--- config.mk ---
export PLATFORM = sky130hd
export DESIGN_NAME = xfer_count_tracker
export DESIGN_NICKNAME = d
export VERILOG_FILES = /design/src/rtl/xct_pkg.sv /design/src/rtl/xct_down_counter.sv /design/src/rtl/xct_up_counter.sv /design/src/rtl/xct_byte_mux.sv /design/src/rtl/xfer_count_tracker.sv
export SDC_FILE = /design/constraint.sdc
export NUM_CORES = 1
export LEC_CHECK = 0
export ABC_AREA = 1
export BUFFER_PORTS_ARGS = -buffer_cell sky130_fd_sc_hd__buf_2
export CORE_ASPECT_RATIO = 1.75
export CORE_MARGIN = 8
export CORE_UTILIZATION = 40
export DETAILED_ROUTE_END_ITERATION = 7
export PLACE_DENSITY = 0.56
export SLEW_MARGIN = 20
export SYNTH_ARGS = -nofsm -noshare
export SYNTH_HDL_FRONTEND = slang
export SYNTH_SLANG_ARGS = --single-unit
--- constraint.sdc ---
create_clock -name clk -period 4.4 [get_ports clk]
set_clock_uncertainty 0.05 [all_clocks]
set_input_delay 0.22 -clock clk [delete_from_list [all_inputs] [get_ports clk]]
set_output_delay 0.22 -clock clk [all_outputs]
set_load 0.05 [all_outputs]
--- src/rtl/xct_pkg.sv ---
package xct_pkg;

   typedef enum logic [1:0] {
      CNT_HOLD  = 2'd0,
      CNT_CLEAR = 2'd1,
      CNT_LOAD  = 2'd2,
      CNT_STEP  = 2'd3
   } cnt_op_e;

   localparam int BYTE_W = 8;

   function automatic int ceil_pow2(input int n);
      int p;
      p = 1;
      while (p < n) p = p * 2;
      return p;
   endfunction

   function automatic int clog2_min1(input int n);
      int b;
      b = 1;
      while ((1 << b) < n) b = b + 1;
      return b;
   endfunction

endpackage

--- src/rtl/xct_down_counter.sv ---
module xct_down_counter #(
   parameter int NBYTES = 3
) (
   input  logic                  clk,
   input  logic                  rst_n,
   input  xct_pkg::cnt_op_e      op,
   input  logic [NBYTES-1:0]     lane_we,
   input  logic [7:0]            wdata,
   output logic [8*NBYTES-1:0]   cnt_q,
   output logic                  is_zero,
   output logic                  underflow
);
   localparam int W = 8 * NBYTES;

   logic [W-1:0] load_val;
   logic [W-1:0] cnt_d;

   for (genvar i = 0; i < NBYTES; i++) begin : g_lane
      assign load_val[8*i +: 8] = lane_we[i] ? wdata : cnt_q[8*i +: 8];
   end

   always_comb begin
      case (op)
         xct_pkg::CNT_CLEAR: cnt_d = '0;
         xct_pkg::CNT_LOAD:  cnt_d = load_val;
         xct_pkg::CNT_STEP:  cnt_d = cnt_q - 1'b1;
         default:            cnt_d = cnt_q;
      endcase
   end

   always_ff @(posedge clk or negedge rst_n) begin
      if (!rst_n) cnt_q <= '0;
      else        cnt_q <= cnt_d;
   end

   assign is_zero   = (cnt_q == '0);
   assign underflow = (op == xct_pkg::CNT_STEP) && is_zero;

endmodule

--- src/rtl/xct_up_counter.sv ---
module xct_up_counter #(
   parameter int W    = 32,
   parameter int STEP = 1
) (
   input  logic         clk,
   input  logic         rst_n,
   input  logic         load,
   input  logic [W-1:0] load_val,
   input  logic         step,
   output logic [W-1:0] q
);
   logic [W-1:0] q_inc;

   if (STEP == 1) begin : g_unit
      assign q_inc = q + 1'b1;
   end else begin : g_stride
      assign q_inc = q + W'(STEP);
   end

   always_ff @(posedge clk or negedge rst_n) begin
      if (!rst_n)    q <= '0;
      else if (load) q <= load_val;
      else if (step) q <= q_inc;
   end

endmodule

--- src/rtl/xct_byte_mux.sv ---
module xct_byte_mux #(
   parameter int CNT_BYTES  = 3,
   parameter int ADDR_BYTES = 4,
   parameter int REG_AW     = 3,
   parameter int ADDR_BASE  = 4
) (
   input  logic [8*CNT_BYTES-1:0]  cnt,
   input  logic [8*ADDR_BYTES-1:0] addr,
   input  logic [REG_AW-1:0]       sel,
   output logic [7:0]              rdata
);
   localparam int DEPTH = 1 << REG_AW;

   logic [7:0] tbl [DEPTH];

   for (genvar i = 0; i < DEPTH; i++) begin : g_slot
      if (i < CNT_BYTES) begin : g_cnt
         assign tbl[i] = cnt[8*i +: 8];
      end else if (i >= ADDR_BASE && i < ADDR_BASE + ADDR_BYTES) begin : g_addr
         assign tbl[i] = addr[8*(i-ADDR_BASE) +: 8];
      end else begin : g_hole
         assign tbl[i] = 8'h00;
      end
   end

   assign rdata = tbl[sel];

endmodule

--- src/rtl/xfer_count_tracker.sv ---
module xfer_count_tracker #(
   parameter int CNT_BYTES  = 3,
   parameter int ADDR_BYTES = 4,
   parameter int REG_AW     = 3,
   parameter int ADDR_STEP  = 1
) (
   input  logic                    clk,
   input  logic                    rst_n,
   input  logic                    xfer_done,
   input  logic                    reg_wr,
   input  logic [REG_AW-1:0]       reg_addr,
   input  logic [7:0]              reg_wdata,
   output logic [7:0]              reg_rdata,
   input  logic                    clr_count,
   input  logic                    clr_wrap,
   input  logic                    addr_load,
   input  logic [8*ADDR_BYTES-1:0] addr_load_val,
   output logic                    count_zero,
   output logic                    wrap_flag
);
   localparam int CW        = 8 * CNT_BYTES;
   localparam int AW        = 8 * ADDR_BYTES;
   localparam int ADDR_BASE = xct_pkg::ceil_pow2(CNT_BYTES);

   if (CNT_BYTES < 1) begin : g_bad_cnt
      $error("CNT_BYTES must be at least 1");
   end
   if (ADDR_BYTES < 1) begin : g_bad_addr
      $error("ADDR_BYTES must be at least 1");
   end
   if (ADDR_BASE + ADDR_BYTES > (1 << REG_AW)) begin : g_bad_map
      $error("REG_AW too small for the register map");
   end
   if (ADDR_STEP < 1) begin : g_bad_step
      $error("ADDR_STEP must be positive");
   end

   logic [CNT_BYTES-1:0] lane_we;
   logic                 cnt_wr;
   xct_pkg::cnt_op_e     op;
   logic [CW-1:0]        cnt_q;
   logic [AW-1:0]        addr_q;
   logic                 underflow;
   logic                 step;

   for (genvar i = 0; i < CNT_BYTES; i++) begin : g_dec
      assign lane_we[i] = reg_wr && (reg_addr == REG_AW'(i));
   end
   assign cnt_wr = |lane_we;

   always_comb begin
      if (clr_count)      op = xct_pkg::CNT_CLEAR;
      else if (cnt_wr)    op = xct_pkg::CNT_LOAD;
      else if (xfer_done) op = xct_pkg::CNT_STEP;
      else                op = xct_pkg::CNT_HOLD;
   end

   assign step = (op == xct_pkg::CNT_STEP);

   xct_down_counter #(.NBYTES(CNT_BYTES)) u_cnt (
      .clk       (clk),
      .rst_n     (rst_n),
      .op        (op),
      .lane_we   (lane_we),
      .wdata     (reg_wdata),
      .cnt_q     (cnt_q),
      .is_zero   (count_zero),
      .underflow (underflow)
   );

   xct_up_counter #(.W(AW), .STEP(ADDR_STEP)) u_addr (
      .clk      (clk),
      .rst_n    (rst_n),
      .load     (addr_load),
      .load_val (addr_load_val),
      .step     (step),
      .q        (addr_q)
   );

   xct_byte_mux #(
      .CNT_BYTES (CNT_BYTES),
      .ADDR_BYTES(ADDR_BYTES),
      .REG_AW    (REG_AW),
      .ADDR_BASE (ADDR_BASE)
   ) u_rd (
      .cnt   (cnt_q),
      .addr  (addr_q),
      .sel   (reg_addr),
      .rdata (reg_rdata)
   );

   always_ff @(posedge clk or negedge rst_n) begin
      if (!rst_n)         wrap_flag <= 1'b0;
      else if (underflow) wrap_flag <= 1'b1;
      else if (clr_wrap)  wrap_flag <= 1'b0;
   end

endmodule

# After elaboration in Yosys (flattened, before gate mapping)
# Cells that the tools add are included.
classes:
  n_addsub: 2
  mul: 0
  n_div: 0
  magnitude_cmp: 1
  eq_ne: 8
  shifts: 0
  muxes: 14
  bitwise: 1
  n_reduce_logical: 13
ops:
  columns: ["operator", "n"]
  rows:
  - ["$pmux 24 s3", 1]
  - ["$mux 32", 2]
  - ["$mux 8", 5]
  - ["$add 32x1->32 const B", 1]
  - ["$bmux 8 s3", 1]
  - ["$logic_not 24->1", 1]
  - ["$sub 24x1->24 const B", 1]
  - ["$mux 2", 3]
  - ["$ne 2x1->1 const B", 3]
  - ["$reduce_and 2->1", 3]
  - ["$eq 2x2->1 const B", 2]
  - ["$ge 4x4->1 const B", 1]
  - ["$logic_and 1x1->1", 4]
  - ["$not 3->4", 1]
  - ["$reduce_bool 2->1", 2]
  - ["$eq 3x1->1 const B", 1]
  - ["$eq 3x2->1 const B", 1]
  - ["$logic_not 3->1", 1]
  - ["$reduce_bool 3->1", 1]
  - ["$reduce_or 3->1", 1]
  - ["$eq 2x1->1 const B", 1]
  - ["$mux 1", 2]
word_totals:
  register_bits: 57
  latch_bits: 0
  ramBits: 0
  romBits: 0
  inputBits: 50
  mem_count: 0

# Depth between registers and ports, before layout
depth:
  ltp_word: 8
  ltp_mapped: 11
  ltp_nobuf: 11

# Hierarchy
# Synthesis repeated with hierarchy kept, for this count alone.
unflattened:
  hier_cells: 808
  hier_area_um2: 4953.5
modules_own_cells:
  columns: ["module", "instances", "cells_each", "area_per_inst_um2", "seq_area_each_um2"]
  rows:
  - ["xct_up_counter", 1, 325, 2218.4, 800.8]
  - ["xct_down_counter", 1, 285, 1838.0, 600.6]
  - ["xct_byte_mux", 1, 180, 789.5, 0.0]
  - ["xfer_count_tracker", 1, 18, 107.6, 25.0]

# Worst setup path before layout
# OpenSTA, ideal clock, no wires.
synth_path:
  path_kind: "reg-to-output"
  startpoint: "register u_cnt.cnt_q[0]"
  endpoint: "output port count_zero"
  t_arrival_ns: 2.696
  setup_slack_ns: 1.434
  path_stages_with_launch: 8
  cell_sequence: "dfrtp_1 inv_1 ha_1 clkbuf_1 inv_1 nor2_1 nand4_1 nor4_1"
synth_via:
  elab_chain_cells: 1
synth_lines:
  columns: ["item", "line", "source"]
  rows:
  - ["start, declared", "xct_down_counter.sv:9", "output logic [8*NBYTES-1:0] cnt_q,"]
  - ["start signal, assigned", "xct_down_counter.sv:33", "else cnt_q <= cnt_d;"]
  - ["$logic_not 24->1", "xct_down_counter.sv:36", "assign is_zero = (cnt_q == '0);"]
  - ["end, declared", "xfer_count_tracker.sv:18", "output logic count_zero,"]
# No other way between the ends.

# Worst setup path in the final report
# Same ends and word-level chain as after synthesis.

==> flow_summary_export.csv <==
group,metric,value,unit
outcome,status,"complete, but fails checks",
outcome,violations,"hold timing",
global_route,grt_max_degree,58,
drt,antenna_left,0,
drt,drtIter0Drc,219,
global_route,overflow,0,
placement,hpwl,13190,um
finish,area_delta_synth_final,16.01,%
logic_synthesis,synth_compound_area_share,13.34,%
global_route,track_usage,22.81,%
floorplan,die_area,0.01513,sq mm
logic_synthesis,synth.area.top_cells,"dfrtp_1 31%, nand2_1 22%, nand3_1 7.7%",
logic_synthesis,synth_xor_area_share,2.512,%
floorplan,core_region_area,0.01110,sq mm
run,drv_cap,0,
power_and_ir_drop,p_leak,2.589,nW
placement,portBuffers,59,
logic_synthesis,ys.flop_type,"dfrtp_1",
logic_synthesis,post-synth-top-count-cell,"nand2_1",
setup_path,cpMaxStageDelayCell,"dfrtp_1",
drt,finalWirelength,16710,um
finish,stdcell_count,919,
clock_network,cts_setup_buffers,0,
worst_hold_path,holdCritPathClass,"input pin to async pin",
setup_path,critPathKind,"register to output port",
finish,antenna_cells,0,
timing,finalHoldViolCount,1,
logic_synthesis,synth_top_area_share,31.47,%
logic_synthesis,synth_common_cells,"268 x nand2_1, 88 x nor2_1, 70 x nand3_1",
global_route,antenna_found_initial,0,
logic_synthesis,syn_area,0.004532,sq mm
logic_synthesis,seq_area_frac_synth,31.47,%
power_and_ir_drop,pwr_density_cell,389.0,mW/mm^2
clock_network,cts_tree,"done",
setup_path,path_cells,"inv_1 > ha_1 > inv_1 > nor2_1 > nand4_1 > nor4_1 > buf_2",
timing,setup-violations-final,0,
setup_path,crit_top_cell,"inv_1",
setup_path,critPathCaptureType,"output port",
logic_synthesis,synthSimpleGateAreaFrac,43.46,%
drt,wire_per_inst,18.19,um
logic_synthesis,synth-seq-cells,57,
drt,route.vias.total,5001,
logic_synthesis,synth_mux_area_share,0,%
clock_network,cts_buffers,9,
floorplan,die_w,96.46,um
setup_path,start_kind,"register",
clock_network,clockBufferDepth,2,
timing,fmax,414.6,MHz
finish,drive_gt1_share,13.47,%
logic_synthesis,yosys_warnings,0,
finish,nFillCells,1180,
setup_path,cp_data_arrival_time,2.14,ns
setup_path,cpPeakStageDelay,0.39,ns
setup_path,required,4.13,ns
power_and_ir_drop,vdd_drop_max,277.5,uV
logic_synthesis,async_flop_share,100.0,%
floorplan,die_y,156.8,um
clock_network,cts_max_level,3,
placement,dp.cells,903,
logic_synthesis,synth_edf_count,0,
floorplan,fp-row-count,51,
logic_synthesis,synthAdderAreaFrac,0.5522,%
placement,gp_congestion,0.9607,
timing,fin_setup_tns,0,ns
timing,rsz0062_at_grt,"false",
clock_network,clk-insertion-delay-late,0.33,ns
setup_path,reg2reg_slack,2.55,ns
timing,setup_ws,1.988,ns
setup_path,path_max_fanout,7,
timing,max_slew_margin,46.37,%
placement,dp_slack,2.336,ns
finish,final_nets,834,
timing,worstMarginPinSlew,0.8045,ns
logic_synthesis,synth_top_family_by_area,"simple AND/OR/NAND/NOR gates",
logic_synthesis,syn_avg_cell_area,6.268,sq um
setup_path,critPathTopFamily,"simple AND/OR/NAND/NOR gates",
timing,fin_hold_ws,-0.005084,ns
global_route,grt_pass1_vias,4973,
drt,via_per_inst,5.442,
logic_synthesis,synthCells,723,
drt,drtPass1Iterations,5,
timing,period_needed,2.412,ns
floorplan,initial_core_util,40.82,%
setup_path,cp_num_buf_inv,3,
timing,maxSlewViolCount,0,
clock_network,cts.clk_slew.worst_paths,0.06,ns
global_route,grt_pass1_wl,25870,um
clock_network,clkSinkCount,57,
logic_synthesis,synth_top_area_cell,"dfrtp_1",
clock_network,clock-root-buffer,"clkbuf_16",
drt,drc,0,
clock_network,postCtsHoldBufs,0,
clock_network,cts-resized-gates,0,
logic_synthesis,synthesis.nets,775,
logic_synthesis,synthDistinctLibCells,43,
timing,period_share,54.81,%
floorplan,io_pins,60,
[cells in the final DEF (no fill, tap or decap), types with 5 or more instances in the layout]
cell type / synthesis / final
a211oi_1: 5 / 5
a21oi_1: 18 / 18
a31oi_1: 7 / 7
buf_2: 3 / 59
clkbuf_16: 0 / 9
dfrtp_1: 57 / 57
inv_1: 68 / 68
inv_2: 5 / 5
nand2_1: 268 / 268
nand3_1: 70 / 70
nand4_1: 11 / 11
nor2_1: 88 / 88
nor3_1: 8 / 8
o211ai_1: 8 / 8
o21ai_0: 22 / 22
o21ai_1: 12 / 12
o22ai_1: 10 / 10
xor2_1: 11 / 11
[logic make-up after synthesis]
family,after synthesis
XOR/XNOR,13
AND/OR/NAND/NOR,463
flip-flops,57
AO/OA/AOI/OAI,98
buffers and inverters,90
adder cells (fa/ha/maj),2
[sequential cells by signal, summed over array words and instances, names as in the netlist]
register     cells
u_addr.q        32
u_cnt.cnt_q     24
wrap_flag        1
[per-layer routing]
layer,vias to the layer above,wire length (um),global-route usage [%],share of wire [%]
met5,-,0,0,0
met4,0,1269,17.34,7.6
met3,68,608,3.118,3.6
met2,166,8911,41.06,53
met1,2289,5923,22.32,35
li1,2478,-,-,-
[per-stage QoR]
stage / area [sq um] / util [%] / power (mW) / hold WS, ns
final: 5258 / 47.35 / 2.045 / -0.005084
after detailed placement: 4913 / 44.25 / 1.221 / 0.3789
after floorplan: 4532 / - / 1.037 / -0.1256
after CTS: 5258 / 47.35 / 2.050 / 0.02773
after global placement: 4913 / 44.25 / 1.214 / 0.3755
after global routing: 5258 / 47.35 / 2.152 / 0.03539
[layout make-up]
| class | count | area, sq um | share of cell area, % |
|---|---|---|---|
| multi-input combinational | 576 | 2713 | 51.59 |
| sequential | 57 | 1426 | 27.13 |
| timing repair buffer | 62 | 317.8 | 6.045 |
| inverter | 76 | 291.5 | 5.545 |
| clock buffer | 10 | 239.0 | 4.545 |
| tap | 132 | 165.2 | 3.141 |
| clock inverter | 6 | 105.1 | 1.999 |
[power by group]
| part | switching [mW] | internal [mW] | total [mW] |
|---|---|---|---|
| clock | 0.261 | 0.565 | 0.826 |
| sequential | 0.0953 | 0.580 | 0.675 |
| combinational | 0.380 | 0.164 | 0.544 |
[worst paths after layout]
| check | start | to | cells past startpoint |
|---|---|---|---|
| max | u_cnt.cnt_q[0] | count_zero | 7 |
| min | rst_n | u_cnt.cnt_q[12] | 2 |
| min reg2reg | wrap_flag | wrap_flag | 2 |
| max in group asynchronous | rst_n | u_addr.q[21] | 2 |
| min in group clk | clr_wrap | wrap_flag | 2 |
| max reg2reg | u_addr.q[2] | u_addr.q[17] | 7 |
No activity file was read; power rests on OpenSTA's default activity.
